===== config.mk =====
export PLATFORM = sky130hd
export DESIGN_NAME = ac97_frame_tx
export DESIGN_NICKNAME = d
export VERILOG_FILES = /design/src/rtl/ac97_tx_pkg.sv /design/src/rtl/ac97_frame_timer.sv /design/src/rtl/ac97_frame_build.sv /design/src/rtl/ac97_bit_shifter.sv /design/src/rtl/ac97_frame_tx.sv
export SDC_FILE = /design/constraint.sdc
export NUM_CORES = 1
export LEC_CHECK = 0
export BUFFER_PORTS_ARGS = -buffer_cell sky130_fd_sc_hd__buf_2
export CAP_MARGIN = 25
export CORE_ASPECT_RATIO = 0.7
export CORE_MARGIN = 10
export CORE_UTILIZATION = 48
export DETAILED_ROUTE_END_ITERATION = 10
export GPL_TIMING_DRIVEN = 1
export PLACE_DENSITY = 0.82
export SETUP_SLACK_MARGIN = 0.3
export SYNTH_ARGS = -nofsm -noshare
export SYNTH_HDL_FRONTEND = slang
export SYNTH_SLANG_ARGS = --single-unit

===== constraint.sdc =====
create_clock -name bit_clk -period 1.7 [get_ports bit_clk]
set_input_delay 0.17 -clock bit_clk [delete_from_list [all_inputs] [get_ports bit_clk]]
set_output_delay 0.17 -clock bit_clk [all_outputs]
set_load 0.02 [all_outputs]

===== src/rtl/ac97_tx_pkg.sv =====
package ac97_tx_pkg;
   localparam int TAG_W    = 16;
   localparam int SLOT_W   = 20;
   localparam int N_SLOTS  = 12;
   localparam int FRAME_W  = TAG_W + N_SLOTS * SLOT_W;
   localparam int SYNC_LEN = TAG_W;
   localparam int CNT_W    = $clog2(FRAME_W);
   localparam int ADDR_MAX = 7;
   localparam int DATA_MAX = 16;

   typedef logic [SLOT_W-1:0] slot_t;
   typedef logic [TAG_W-1:0]  tag_t;

   function automatic tag_t make_tag(input logic cmd_ok);
      tag_t t;
      t      = '0;
      t[15]  = 1'b1;
      t[14]  = cmd_ok;
      t[13]  = cmd_ok;
      t[12]  = 1'b1;
      t[11]  = 1'b1;
      return t;
   endfunction
endpackage


===== src/rtl/ac97_frame_timer.sv =====
module ac97_frame_timer
   import ac97_tx_pkg::*;
(
   input  logic clk,
   input  logic rst,
   input  logic codec_rdy,
   output logic load_o,
   output logic sync_o,
   output logic req_o
);
   localparam logic [CNT_W-1:0] LAST = CNT_W'(FRAME_W - 1);

   logic             run_q, sync_q, req_q;
   logic [CNT_W-1:0] cnt_q, cnt_nx;

   assign cnt_nx = (cnt_q == LAST) ? '0 : cnt_q + 1'b1;
   assign load_o = run_q ? (cnt_q == LAST) : codec_rdy;

   always_ff @(posedge clk) begin
      if (rst) begin
         run_q  <= 1'b0;
         cnt_q  <= '0;
         sync_q <= 1'b0;
         req_q  <= 1'b0;
      end else if (!run_q) begin
         if (codec_rdy) begin
            run_q  <= 1'b1;
            cnt_q  <= '0;
            sync_q <= 1'b1;
            req_q  <= 1'b1;
         end
      end else begin
         cnt_q  <= cnt_nx;
         sync_q <= (int'(cnt_nx) < SYNC_LEN);
         req_q  <= (cnt_nx == '0);
      end
   end

   assign sync_o = sync_q;
   assign req_o  = req_q;

   // sync width is exactly the tag length
   assert_sync_len_R2: assert property (@(posedge clk) disable iff (rst)
      $fell(sync_q) |-> ($past(sync_q, 16) && !$past(sync_q, 17)));
   // a new frame starts right after the last bit position
   assert_frame_wrap_R1: assert property (@(posedge clk) disable iff (rst)
      (run_q && cnt_q == LAST) |=> $rose(sync_q));
   // request strobe only in the cycle sync has just risen
   assert_req_at_rise_R9: assert property (@(posedge clk) disable iff (rst)
      req_q |-> $rose(sync_q));
   // quiet before ready
   assert_idle_quiet_R8: assert property (@(posedge clk) disable iff (rst)
      !run_q |-> (!sync_q && !req_q));
endmodule


===== src/rtl/ac97_frame_build.sv =====
module ac97_frame_build
   import ac97_tx_pkg::*;
#(
   parameter int PCM_W  = 20,
   parameter int ADDR_W = 7,
   parameter int DATA_W = 16
) (
   input  logic [PCM_W-1:0]  pcm_left,
   input  logic [PCM_W-1:0]  pcm_right,
   input  logic [ADDR_W-1:0] cmd_addr,
   input  logic [DATA_W-1:0] cmd_data,
   input  logic              cmd_valid,
   output logic [FRAME_W-1:0] frame_o
);
   slot_t left_s, right_s;
   slot_t slot_v [1:N_SLOTS];
   logic [ADDR_MAX-1:0] addr7;
   logic [DATA_MAX-1:0] data16;

   if (PCM_W > SLOT_W || PCM_W < 1)        $error("PCM_W out of range");
   if (ADDR_W > ADDR_MAX || ADDR_W < 1)    $error("ADDR_W out of range");
   if (DATA_W > DATA_MAX || DATA_W < 1)    $error("DATA_W out of range");

   if (PCM_W == SLOT_W) begin : g_pcm_full
      assign left_s  = pcm_left;
      assign right_s = pcm_right;
   end else begin : g_pcm_pad
      assign left_s  = {pcm_left,  {(SLOT_W-PCM_W){1'b0}}};
      assign right_s = {pcm_right, {(SLOT_W-PCM_W){1'b0}}};
   end

   if (ADDR_W == ADDR_MAX) begin : g_addr_full
      assign addr7 = cmd_addr;
   end else begin : g_addr_ext
      assign addr7 = {{(ADDR_MAX-ADDR_W){1'b0}}, cmd_addr};
   end

   if (DATA_W == DATA_MAX) begin : g_data_full
      assign data16 = cmd_data;
   end else begin : g_data_ext
      assign data16 = {{(DATA_MAX-DATA_W){1'b0}}, cmd_data};
   end

   always_comb begin
      for (int i = 1; i <= N_SLOTS; i++) slot_v[i] = '0;
      if (cmd_valid) begin
         slot_v[1] = {1'b0, addr7, 12'h000};
         slot_v[2] = {data16, 4'h0};
      end
      slot_v[3] = left_s;
      slot_v[4] = right_s;
   end

   assign frame_o[FRAME_W-1 -: TAG_W] = make_tag(cmd_valid);
   for (genvar s = 1; s <= N_SLOTS; s++) begin : g_slot
      assign frame_o[FRAME_W-TAG_W-1-(s-1)*SLOT_W -: SLOT_W] = slot_v[s];
   end
endmodule


===== src/rtl/ac97_bit_shifter.sv =====
module ac97_bit_shifter
   import ac97_tx_pkg::*;
(
   input  logic               clk,
   input  logic               rst,
   input  logic               load,
   input  logic [FRAME_W-1:0] frame_i,
   output logic               sdo_o
);
   logic [FRAME_W-1:0] sh_q;
   logic               sdo_q;

   always_ff @(posedge clk) begin
      if (rst) begin
         sh_q  <= '0;
         sdo_q <= 1'b0;
      end else begin
         sdo_q <= sh_q[FRAME_W-1];
         if (load) sh_q <= frame_i;
         else      sh_q <= {sh_q[FRAME_W-2:0], 1'b0};
      end
   end

   assign sdo_o = sdo_q;

   // the loaded frame's first bit is on the line one edge after the load
   assert_first_bit_R3: assert property (@(posedge clk) disable iff (rst)
      load |=> ##1 (sdo_q == $past(frame_i[FRAME_W-1], 2)));
endmodule


===== src/rtl/ac97_frame_tx.sv =====
module ac97_frame_tx
   import ac97_tx_pkg::*;
#(
   parameter int PCM_W  = 20,
   parameter int ADDR_W = 7,
   parameter int DATA_W = 16
) (
   input  logic              bit_clk,
   input  logic              rst,
   input  logic              codec_rdy,
   input  logic [PCM_W-1:0]  pcm_left,
   input  logic [PCM_W-1:0]  pcm_right,
   input  logic [ADDR_W-1:0] cmd_addr,
   input  logic [DATA_W-1:0] cmd_data,
   input  logic              cmd_valid,
   output logic              sdata_out,
   output logic              sync,
   output logic              sample_req
);
   logic               load;
   logic [FRAME_W-1:0] frame;

   ac97_frame_timer u_timer (
      .clk       (bit_clk),
      .rst       (rst),
      .codec_rdy (codec_rdy),
      .load_o    (load),
      .sync_o    (sync),
      .req_o     (sample_req)
   );

   ac97_frame_build #(
      .PCM_W  (PCM_W),
      .ADDR_W (ADDR_W),
      .DATA_W (DATA_W)
   ) u_build (
      .pcm_left  (pcm_left),
      .pcm_right (pcm_right),
      .cmd_addr  (cmd_addr),
      .cmd_data  (cmd_data),
      .cmd_valid (cmd_valid),
      .frame_o   (frame)
   );

   ac97_bit_shifter u_shift (
      .clk     (bit_clk),
      .rst     (rst),
      .load    (load),
      .frame_i (frame),
      .sdo_o   (sdata_out)
   );

   // frame-valid tag bit leads every frame
   assert_valid_tag_R4: assert property (@(posedge bit_clk) disable iff (rst)
      $rose(sync) |=> sdata_out);
endmodule


==> metrics.md <==
| Metric | Value |
|---|---|
| GRT Total Usage | `roughly 15%` |
| Pleak | `2.277 nW` |
| GRT overflow | `0` |
| Most instantiated library cell after synthesis | `dfxtp_1` |
| Final ANT Viol Nets | `0` |
| Post-Route WL | `around 9900 um` |
| #FFs+latches synth | `around 110` |
| Sw Share | `a little under a quarter` |
| Synth area leader | `dfxtp_1` |
| Core area | `a little over 7000 sq um` |
| First-pass GRT wire length | `approximately 14000 um` |
| Vias in the first global route | `approximately 2800` |
| DR DRC count | `0` |
| Clock power share | `33.0%` |
| Skew final | `0.006867 ns` |
| Port Buffers | `between 60 and 70` |
| CP endpoint kind | `register` |
| Commonest cells in the netlist | `dfxtp_1 (108), a22o_1 (62), and3_1 (31), a21o_1 (8)` |
| Fillers | `between 400 and 500` |
| Syn_nets | `362` |
| Critical path required time | `2.02 ns` |
| Period Utilization, post-route | `just under 100%` |
| Ys Warns | `0` |
| Clock Tree Buf Depth | `2` |
| Slew HR | `between 70% and 80%` |
| Layout cells sized above 1 | `37.44%` |
| Outcome | `finished, final reports clean` |
| Critical path class | `reg2reg` |
| Sink Count | `between 100 and 150` |
| Post-Synthesis Cells | `a little under 300` |
| Routability Congestion | `0.8739` |
| Net Switching | `1.109 mW` |
| Power share of the sequential group | `between 50 and 60%` |
| CP max FO | `6` |
| Max Cap Viol | `0` |
| Startpoint types | `register` |
| Max Slew Vio Count | `0` |
| Min Clock Period, post-route | `~1.7 ns` |
| Maximum number of pins on one net before global-route repair | `33` |
| Power per Cell Area | `927.9 nW/um^2` |
| TritonCTS clock tree | `done` |
| Crit path DAT | `around 2.0 ns` |
| Clk_lat worst skew | `0.37 ns` |
| Vias | `roughly 2900` |
| Drt first pass iters | `4` |
| Power share of the combinational group | `roughly 11%` |
| Yosys cell types | `42` |
| FMAX | `slightly above 600 MHz` |
| Hold Path Depth | `2` |
| Mapped cell area | `around 3500 sq um` |
| Clock Root Buffer | `clkbuf_8` |
| CP startpoint | `u_timer.cnt_q[0]` |
| Routed WL per cell | `between 15 and 20 um` |
| Post-synth EDFFs | `0` |
| Syn avg cell area | `around 12 sq um` |
| RSZ-0062 raised after global routing | `yes` |
| Area grow syn2layout | `46.05%` |
| Htree depth | `3` |
| Drt via density | `5.410` |
| Slew @ Worst Pin | `~0.36 ns` |
| Top_reg_cell synth | `dfxtp_1` |
| Yosys top cell area share | `61.45%` |
| Antenna violations before repair | `1` |
| Fin. Hold Viols | `0` |
| Worst R2R Path Depth | `8` |
| Post-synthesis sequential area ratio | `about three fifths` |
| Pwr Total | `approximately 4.8 mW` |
| Inserted Clock Buffers | `9` |
| Io pins | `70` |
| Starting Density | `approximately half` |
| Total Die Area | `between 10000 and 15000 sq um` |
| # setup viols final | `0` |
| Clock-pin slew on the worst setup and hold paths | `~0.10 ns` |
| Hpwl dp | `between 4000 and 5000 um` |
| Die width | `122.3 um` |
| Row cnt | `26` |
| Worst hold path type | `in2reg` |
| Worst vdd ir | `between 0.6 and 0.7 mV` |
| Worst r2r src | `u_timer.cnt_q[0]` |
| Die height | `slightly above 90 um` |
| DR iter-0 viols | `between 200 and 250` |
| Worst Hold Launch | `cmd_data[10]` |
| Layout Nets | `roughly 490` |
| Top cells by area, synth | `dfxtp_1 (61%), a22o_1 (15%), and3_1 (5.5%), buf_6 (2.2%), a21o_1 (1.7%)` |
| Post-synth ARST share | `0%` |
| P_int | `between 3 and 4 mW` |
| Setup TNS | `0 ns` |
## final timing paths
kind                             to  slack, ns
setup reg to reg  u_shift.sh_q[209]       0.05
hold / removal    u_shift.sh_q[214]      0.008
hold reg to reg   u_shift.sh_q[251]       0.43
setup / recovery  u_shift.sh_q[209]       0.05
## state kept, by name (all words and copies together), names as in the netlist
register	cells
u_shift.sh_q	96
u_timer.cnt_q	8
u_shift.sdo_o	1
u_timer.req_o	1
u_timer.run_q	1
u_timer.sync_o	1
## cell families (layout without fill, tap and decap cells)
group | after synthesis | after routing | share of synthesized area, %
compound gates | 91 | 91 | 21.48
flops | 108 | 108 | 61.45
fa+ha+maj | 1 | 1 | 0.3556
buf+inv | 27 | 163 | 4.837
other cells | 0 | 1 | 0
simple gates | 67 | 67 | 11.88
## repair_timing
item,4_1_cts,5_1_grt
cloned,3,8
endpoints found under the setup margin,93,105
buffers inserted,9,4
gates resized for setup,29,22
pin swaps,12,13
hold buffers,36,1
hold endpoints to repair,36,1
## layout make-up
| class | instances | area [sq um] | share of cell area, % |
|---|---|---|---|
| diodes | 1 | 2.502 | 0.04870 |
| clock buffers | 11 | 141.4 | 2.751 |
| well taps | 98 | 122.6 | 2.386 |
| multi-input cells | 159 | 1371 | 26.69 |
| clock inverters | 5 | 57.56 | 1.120 |
| repair buffers | 145 | 1264 | 24.59 |
| inverters | 2 | 7.507 | 0.1461 |
| flip-flops and latches | 108 | 2172 | 42.27 |
## layer usage
layer / GRT usage, % / up-vias / share of wire [%]
met5: 0 / - / 0
met4: 5.088 / 0 / 1.5
met3: 5.818 / 17 / 6.3
met2: 24.82 / 94 / 50
met1: 18.71 / 1390 / 42
li1: - / 1361 / -
## worst max-delay path, stage by stage (launching register included)
cell and delay [ns]:
dfxtp_4 0.37, ha_4 0.14, and3_4 0.19, a31oi_4 0.09
buf_6 0.14, nor3b_4 0.18, buf_6 0.18, clkbuf_16 0.16
a22o_1 0.13
## cells in the final DEF (no fill, tap or decap), types with 3 or more instances in the layout
master and instances:
a21o_1 7, a21oi_1 4, a22o_1 62, and3_1 20
and3_4 11, buf_12 5, buf_16 3, buf_2 69
buf_4 15, buf_6 10, clkbuf_16 5, clkbuf_8 10
dfxtp_1 104, dlygate4sd3_1 37, nand2_1 5, nor2_1 4
nor2b_1 3, nor3_1 3, o21ai_0 3
## through the flow
stage / cells / utilization [%] / setup WS (ns) / instance area, sq um / hold slack, ns
floorplan: 294 / - / 0.1525 / 3565 / 0.2917
global placement: 451 / 55.41 / 0.1207 / 4001 / 0.3721
detailed placement: 451 / 55.41 / 0.06454 / 4001 / 0.3849
CTS: 515 / 67.08 / 0.1320 / 4845 / 0.00003553
global route: 529 / 71.15 / 0.02401 / 5139 / 0.002286
finish: 529 / 71.15 / 0.04901 / 5139 / 0.007819
## power by group through the flow
| stage | Combinational [mW] | Sequential (mW) | Clock [mW] |
|---|---|---|---|
| global route | 0.574 | 2.67 | 1.69 |
| global placement | 0.311 | 2.71 | 0 |
| floorplan | 0.196 | 2.71 | 0 |
| CTS | 0.448 | 2.66 | 1.59 |
| finish | 0.537 | 2.66 | 1.57 |
| detailed placement | 0.321 | 2.72 | 0 |
Note: power is estimated with default switching activity, not from simulation.
